## src/rtl/lock_det_pkg.sv

```systemverilog
package lock_det_pkg;

  // 4 ms at a 50 MHz system clock
  localparam int unsigned DEF_WIN_CYCLES = 200_000;

  // Counter width able to hold 0 .. n-1, never narrower than one bit
  function automatic int unsigned cnt_width(input int unsigned n);
    return (n < 2) ? 1 : $clog2(n);
  endfunction

  // Events handed from the front-end stages to the lock qualifier
  typedef struct packed {
    logic tick;  // a monitoring window closes this cycle
    logic bad;   // an excessive phase sample was registered this cycle
  } mon_evt_t;

endpackage

```

## src/rtl/lock_win_timer.sv

```systemverilog
module lock_win_timer #(
  parameter int unsigned WIN_CYCLES = lock_det_pkg::DEF_WIN_CYCLES
) (
  input  logic clk,
  input  logic rst,
  output logic tick
);
  localparam int unsigned CW   = lock_det_pkg::cnt_width(WIN_CYCLES);
  localparam logic [CW-1:0] LAST = CW'(WIN_CYCLES - 1);

  logic [CW-1:0] cnt_q;
  logic          wrap;

  assign wrap = (cnt_q == LAST);

  always_ff @(posedge clk) begin
    if (rst) begin
      cnt_q <= '0;
      tick  <= 1'b0;
    end else begin
      cnt_q <= wrap ? '0 : cnt_q + 1'b1;
      tick  <= wrap;
    end
  end


  cnt_range_chk: assert property (@(posedge clk) disable iff (rst)
    cnt_q <= LAST);

  generate
    if (WIN_CYCLES > 1) begin : g_gap

      tick_gap_chk: assert property (@(posedge clk) disable iff (rst)
        tick |=> !tick);
    end
  endgenerate

endmodule

```

## src/rtl/phase_excess_cmp.sv

```systemverilog
module phase_excess_cmp #(
  parameter int unsigned PHASE_W = 16
) (
  input  logic               clk,
  input  logic               rst,
  input  logic               ph_valid,
  input  logic [PHASE_W-1:0] ph_err,
  input  logic [PHASE_W-1:0] thr,
  output logic               bad
);
  logic [PHASE_W-1:0] mag;
  logic               over;

  // Two's-complement magnitude; the most negative code maps to 2^(PHASE_W-1)
  always_comb begin
    if (ph_err[PHASE_W-1]) mag = ~ph_err + 1'b1;
    else                   mag = ph_err;
    over = (mag >= thr);
  end

  always_ff @(posedge clk) begin
    if (rst) bad <= 1'b0;
    else     bad <= ph_valid & over;
  end


  idle_strobe_chk: assert property (@(posedge clk) disable iff (rst)
    !ph_valid |=> !bad);


  zero_thr_chk: assert property (@(posedge clk) disable iff (rst)
    (ph_valid && thr == '0) |=> bad);

endmodule

```

## src/rtl/lock_qualifier.sv

```systemverilog
module lock_qualifier #(
  parameter int unsigned CNT_W = 8
) (
  input  logic                    clk,
  input  logic                    rst,
  input  lock_det_pkg::mon_evt_t  evt,
  input  logic [CNT_W-1:0]        win_need,
  output logic                    locked,
  output logic                    lock_chg
);
  logic [CNT_W-1:0] good_q, good_d, good_inc, need_eff;
  logic             wbad_q, wbad_d;
  logic             lock_d;

  assign need_eff = (win_need == '0) ? CNT_W'(1) : win_need;
  assign good_inc = (good_q == '1) ? good_q : good_q + 1'b1;

  always_comb begin
    good_d = good_q;
    wbad_d = wbad_q;
    lock_d = locked;
    if (evt.bad) begin
      // loss is immediate; a sample landing on a boundary fails the closing window
      lock_d = 1'b0;
      good_d = '0;
      wbad_d = !evt.tick;
    end else if (evt.tick) begin
      wbad_d = 1'b0;
      if (wbad_q) begin
        good_d = '0;
      end else begin
        good_d = good_inc;
        if (good_inc >= need_eff) lock_d = 1'b1;
      end
    end
  end

  always_ff @(posedge clk) begin
    if (rst) begin
      good_q   <= '0;
      wbad_q   <= 1'b0;
      locked   <= 1'b0;
      lock_chg <= 1'b0;
    end else begin
      good_q   <= good_d;
      wbad_q   <= wbad_d;
      locked   <= lock_d;
      lock_chg <= lock_d ^ locked;
    end
  end


  reset_state_chk: assert property (@(posedge clk)
    rst |=> (!locked && !lock_chg));


  loss_chk: assert property (@(posedge clk) disable iff (rst)
    evt.bad |=> !locked);


  rise_on_tick_chk: assert property (@(posedge clk) disable iff (rst)
    $rose(locked) |-> $past(evt.tick));


  chg_cover_chk: assert property (@(posedge clk) disable iff (rst)
    (locked != $past(locked)) |-> lock_chg);


  chg_only_chk: assert property (@(posedge clk) disable iff (rst)
    lock_chg |-> (locked != $past(locked)));

endmodule

```

## src/rtl/pll_lock_detector.sv

```systemverilog
module pll_lock_detector #(
  parameter int unsigned PHASE_W    = 16,
  parameter int unsigned CNT_W      = 8,
  parameter int unsigned WIN_CYCLES = lock_det_pkg::DEF_WIN_CYCLES
) (
  input  logic               clk,
  input  logic               rst,
  input  logic               ph_valid,
  input  logic [PHASE_W-1:0] ph_err,
  input  logic [PHASE_W-1:0] thr,
  input  logic [CNT_W-1:0]   win_need,
  output logic               locked,
  output logic               lock_chg
);
  lock_det_pkg::mon_evt_t evt;

  lock_win_timer #(.WIN_CYCLES(WIN_CYCLES)) u_timer (
    .clk  (clk),
    .rst  (rst),
    .tick (evt.tick)
  );

  phase_excess_cmp #(.PHASE_W(PHASE_W)) u_cmp (
    .clk      (clk),
    .rst      (rst),
    .ph_valid (ph_valid),
    .ph_err   (ph_err),
    .thr      (thr),
    .bad      (evt.bad)
  );

  lock_qualifier #(.CNT_W(CNT_W)) u_qual (
    .clk      (clk),
    .rst      (rst),
    .evt      (evt),
    .win_need (win_need),
    .locked   (locked),
    .lock_chg (lock_chg)
  );

endmodule

```

## config.mk

```make
export PLATFORM = sky130hd
export DESIGN_NAME = pll_lock_detector
export DESIGN_NICKNAME = d
export VERILOG_FILES = /design/src/rtl/lock_det_pkg.sv /design/src/rtl/lock_win_timer.sv /design/src/rtl/phase_excess_cmp.sv /design/src/rtl/lock_qualifier.sv /design/src/rtl/pll_lock_detector.sv
export SDC_FILE = /design/constraint.sdc
export NUM_CORES = 1
export LEC_CHECK = 0
export ABC_AREA = 0
export ABC_CLOCK_PERIOD_IN_PS = 3000
export BUFFER_PORTS_ARGS = -buffer_cell sky130_fd_sc_hd__buf_2
export CAP_MARGIN = 25
export CORE_MARGIN = 5
export CORE_UTILIZATION = 45
export CTS_BUF_LIST = sky130_fd_sc_hd__clkbuf_8 sky130_fd_sc_hd__clkbuf_16
export DETAILED_ROUTE_END_ITERATION = 10
export PLACE_DENSITY = 0.67
export SLEW_MARGIN = 40
export SYNTH_ARGS = -nofsm -noshare
export SYNTH_HDL_FRONTEND = slang
export SYNTH_HIERARCHICAL = 1
export SYNTH_SLANG_ARGS = --single-unit
export TNS_END_PERCENT = 5
```

## constraint.sdc

```tcl
create_clock -name clk -period 3 [get_ports clk]
set_clock_uncertainty 0.05 [all_clocks]
set_input_delay 0 -clock clk [delete_from_list [all_inputs] [get_ports clk]]
set_output_delay 0 -clock clk [all_outputs]
set_load 0.01 [all_outputs]
```

---- Yosys cells after proc, flatten, opt, wreduce, memory -nomap -nowiden ----
Index checks and enable logic that the tools add are counted.
cells by class
  $add $sub $neg .......................... 3
  multipliers ............................. 0
  divide/modulo/power cells ............... 0
  magnitude comparators ................... 2
  eq/ne operators ......................... 2
  shift-type cells ........................ 0
  multiplexer cells ....................... 10
  bitwise logic cells ..................... 3
  reductions and logical operators ........ 5
operators by type and width
  operator                                                         count
  8-bit 2-to-1 mux                                                 3
  18-bit by 1-bit adder with 18-bit output, second input constant  1
  18-bit equality test, second input constant                      1
  16-bit by 1-bit adder with 16-bit output, second input constant  1
  16-bit >= comparator                                             1
  16-bit 2-to-1 mux                                                1
  16-bit NOT                                                       1
  8-bit by 1-bit adder with 8-bit output, second input constant    1
  8-bit equality test, second input constant                       1
  8-bit >= comparator                                              1
  8-bit zero test                                                  1
  1-bit 2-to-1 mux                                                 6
  2-bit OR reduction                                               2
  2-bit nonzero test                                               1
  1-bit AND                                                        1
  1-bit zero test                                                  1
  1-bit bitwise XOR                                                1
storage, ports and cells
  flip-flop bits (word level) ............. 31
  latch bits .............................. 0
  RAM bits ................................ 0
  bits in read-only memories .............. 0
  input bits .............................. 43
  output and inout port bits .............. 2
  logic and storage cells ................. 32
  memories ................................ 0

---- Depth between registers and ports, before layout ----
  depth in word-level cells ............... 8
  mapped depth ............................ 10
  mapped depth without buffers ............ 10

---- Cells and area by module ----
The synthesis kept the hierarchy.
by module, submodules not included
  module            instances  cells an instance  area an instance (µm²)
  lock_qualifier    1          110                934.6
  lock_win_timer    1          91                 824.5
  phase_excess_cmp  1          103                721.9

---- Worst setup path after synthesis ----
Ideal clock, no wire load.
  kind .................................... register to register
  start point ............................. register u_qual.good_q[0]
  end point ............................... register u_qual.locked
  data arrival time ....................... 2.179 ns
  path slack .............................. 0.649 ns
  cell stages (with the launch flop) ...... 10
  path buffers ............................ 0
  cells stage by stage .................... dfxtp_1 > ha_1 > nand3_1 > nor2_4 > mux2_1 > ha_1 > nor4_1 > o21ai_0 > a311oi_1 > nor2_1
between the ends
  longest elaborated chain between the ends .. 7
RTL lines
  item                                                                                  line                  RTL
  from (decl)                                                                           lock_qualifier.sv:11  logic [CNT_W-1:0] good_q, good_d, good_inc, need_eff;
  from (signal assigned)                                                                lock_qualifier.sv:45  good_q <= good_d;
  8-bit by 1-bit adder with 8-bit output / 8-bit equality test (equally long branches)  lock_qualifier.sv:16  assign good_inc = (good_q == '1) ? good_q : good_q + 1'b1;
  8-bit 2-to-1 mux (*)                                                                  lock_qualifier.sv:16
  8-bit >= comparator (*)                                                               lock_qualifier.sv:33  if (good_inc >= need_eff) lock_d = 1'b1;
  1-bit 2-to-1 mux (*)                                                                  lock_qualifier.sv:33
  1-bit 2-to-1 mux (*)                                                                  lock_qualifier.sv:29  if (wbad_q) begin
  1-bit 2-to-1 mux (*)                                                                  lock_qualifier.sv:27  end else if (evt.tick) begin
  1-bit 2-to-1 mux (*)                                                                  lock_qualifier.sv:22  if (evt.bad) begin
  to (signal assigned)                                                                  lock_qualifier.sv:47  locked <= lock_d;
  to (decl)                                                                             lock_qualifier.sv:8   output logic locked,
Every way passes the cells marked *; elsewhere a longest branch is shown, timed or not.
A chain may end at the register's enable or synchronous reset.

---- Final worst setup path ----
Same ends and word-level chain as after synthesis.

==> run_results.csv <==
group,metric,value,unit
outcome,status,"complete, no violations",
clock_tree,post_cts_resized,0,
yosys,async_flop_share,0,%
worst_setup_path,criticalPathCategory,"reg2reg",
clock_tree,numCtsBuffers,5,
floorplanning,die_x,84.26,µm
worst_hold_path,worstHoldPathType,"in2reg",
worst_setup_path,end_kind,"flop",
place,numPortBuffers,44,
clock_tree,cts_setup_buffers,0,
cells_and_area,drive_gt1_share,19.43,%
sta,final_max_slew_viol_count,0,
drt,avgRoutedWirePerCell,11.97,µm
worst_setup_path,startpoint_type,"flop",
drt,final_antenna_net_count,0,
cells_and_area,fillers,553,
clock_tree,insertion_delay,0.28,ns
clock_tree,clock_path_buffers,2,
power_and_ir_drop,power_density,313.8,nW/µm²
place,hpwl,4013,µm
floorplanning,die_height,84.26,µm
grt,grt_usage,15.07,%
cells_and_area,final_cell_mix,"44 x buf_2, 35 x nor2_1, 32 x inv_1",
grt,grt_pass1_vias,2201,
worst_setup_path,crit_fanout,8,
sta,rsz0062_at_grt,"false",
worst_setup_path,required,3.12,ns
yosys,dominantRegCellSynth,"dfxtp_1",
sta,setup_violations,0,
sta,worst-slew-pin-transition,0.5843,ns
yosys,yosysUniqueCellTypes,57,
clock_tree,cts.clk_slew.worst_paths,0.06,ns
floorplanning,num_rows,27,
floorplanning,dieArea,7099,µm²
grt,antenna_found_initial,0,
yosys,yosysWarnings,6,
yosys,synth-seq-cells,31,
clock_tree,cts.sinks,31,
sta,timing.final.crit_period,2.570,ns
floorplanning,io_pins,45,
sta,max-slew-margin-rel,61.05,%
yosys,synthCells,304,
drt,wirelength,5052,µm
power_and_ir_drop,p_total,896.4,µW
sta,setup_tns,0,ns
cells_and_area,nets,419,
grt,grt_max_degree,18,
power_and_ir_drop,peakVddDrop,0.2102,mV
sta,hold_viol,0,
drt,drt_iter0_markers,86,
drt,dr.pass1.iters,5,
clock_tree,htreeDepth,2,
yosys,synth_area_per_cell,8.162,µm²
yosys,synth_area,2481,µm²
power_and_ir_drop,p_leak,0.001251,µW
floorplanning,start_util,45.62,%
sta,fmax,389.1,MHz
yosys,synth_fp_nets,374,
drt,vias_per_cell,5.344,
yosys,synth_enable_flop_cells,0,
cells_and_area,final_common_cell,"buf_2",
clock_tree,cts_tree,"built",
clock_tree,hold_buffers,2,
floorplanning,core,5439,µm²
clock_tree,clock-root-buffer,"clkbuf_8",
cells_and_area,areaGrowthSynthToFinish,15.13,%
worst_setup_path,crit_arrival,2.69,ns
grt,grt-ovfl-total,0,
place,gp_congestion,0.8955,
drt,vias,2255,
drt,drc,0,
yosys,seq_area_frac_synth,25.01,%
cells_and_area,n_antenna_cell,0,
grt,grt_pass1_wl,9197,µm
sta,fin_crit_sh,85.67,%
flow_run,maxCapViolCount,0,
==> critical path, cell delays in order, from the launching register on <==
cell and delay (ns):
dfxtp_1 0.47, ha_1 0.30, nand3_1 0.19, nor2_4 0.20, mux2_1 0.34, ha_1 0.20, nor4_1 0.25, o21ai_0 0.16
a311oi_1 0.24, nor2_1 0.07
==> registers in the layout, indices dropped and copies added (netlist names) <==
register         count
u_cmp/bad            1
u_qual/good_q        8
u_qual/lock_chg      1
u_qual/locked        1
u_qual/wbad_q        1
u_timer/cnt_q       18
u_timer/tick         1
==> synth_stat cells, types with 4 or more instances <==
library cell	instances	area, µm²
a211oi_1	4	30.03
nor3_1	5	25.02
a21oi_1	13	65.06
ha_1	27	337.8
nand4_1	8	50.05
xnor2_1	22	192.7
nand2_1	22	82.58
o21ai_0	14	70.07
inv_1	31	116.4
o31ai_1	6	45.04
xor2_1	7	61.31
nor2_1	35	131.4
dfxtp_1	31	620.6
nand3_1	10	50.05
nor4_1	8	50.05
==> through the flow <==
step / hold WS (ns) / area, µm² / worst slack [ns] / cells / utilization [%]
finish: 0.2093 / 2856 / 0.4299 / 422 / 52.52
global placement: 0.2196 / 2751 / 0.5017 / 412 / 50.59
detailed placement: 0.2252 / 2751 / 0.4430 / 412 / 50.59
global route: 0.2503 / 2856 / 0.1061 / 422 / 52.52
floorplan: 0.01907 / 2481 / 0.6495 / 304 / -
CTS: 0.1941 / 2856 / 0.4262 / 422 / 52.52
==> report_power, final <==
group          switching (µW)  internal [µW]
logic                    82.8           75.9
registers                7.13            417
clock network             156            158
==> routing by layer <==
layer	GRT usage [%]	share of wire (%)
met1	18.81	49
met4	3.509	0.79
met2	26.26	46
met3	3.435	4.4
met5	0	0
==> cell type report <==
type / instances / area [µm²] / area share (%)
inverters: 31 / 116.4 / 4.074
clock buffers: 5 / 68.82 / 2.409
clock inverters: 3 / 16.27 / 0.5694
well taps: 72 / 90.09 / 3.154
flip-flops and latches: 31 / 620.6 / 21.73
multi-input cells: 234 / 1704 / 59.66
repair buffers: 46 / 240.2 / 8.410
==> logic make-up (layout without fill, tap and decap cells) <==
group / count (synthesis) / count (layout) / share of synthesized area [%]
AO/OA/AOI/OAI: 61 / 61 / 17.65
XOR/XNOR: 29 / 29 / 10.24
adder cells (fa/ha/maj): 27 / 27 / 13.62
buffers and inverters: 39 / 85 / 6.303
flip-flops: 31 / 31 / 25.01
multiplexers: 2 / 2 / 0.9077
AND/OR/NAND/NOR: 115 / 115 / 26.27
==> worst paths after layout <==
kind                                 startpoint  cells past startpoint                      endpoint  slack (ns)
setup / recovery  u_qual/good_q[0]$_SDFFE_PP0P_                      9      u_qual/locked$_SDFF_PP0_        0.43
hold / removal                          thr[11]                      7          u_cmp/bad$_SDFF_PP0_        0.21
setup reg to reg  u_qual/good_q[0]$_SDFFE_PP0P_                      9      u_qual/locked$_SDFF_PP0_        0.43
hold reg to reg    u_timer/cnt_q[17]$_SDFF_PP0_                      2  u_timer/cnt_q[17]$_SDFF_PP0_        0.44
(Power assumes the default switching activity.)
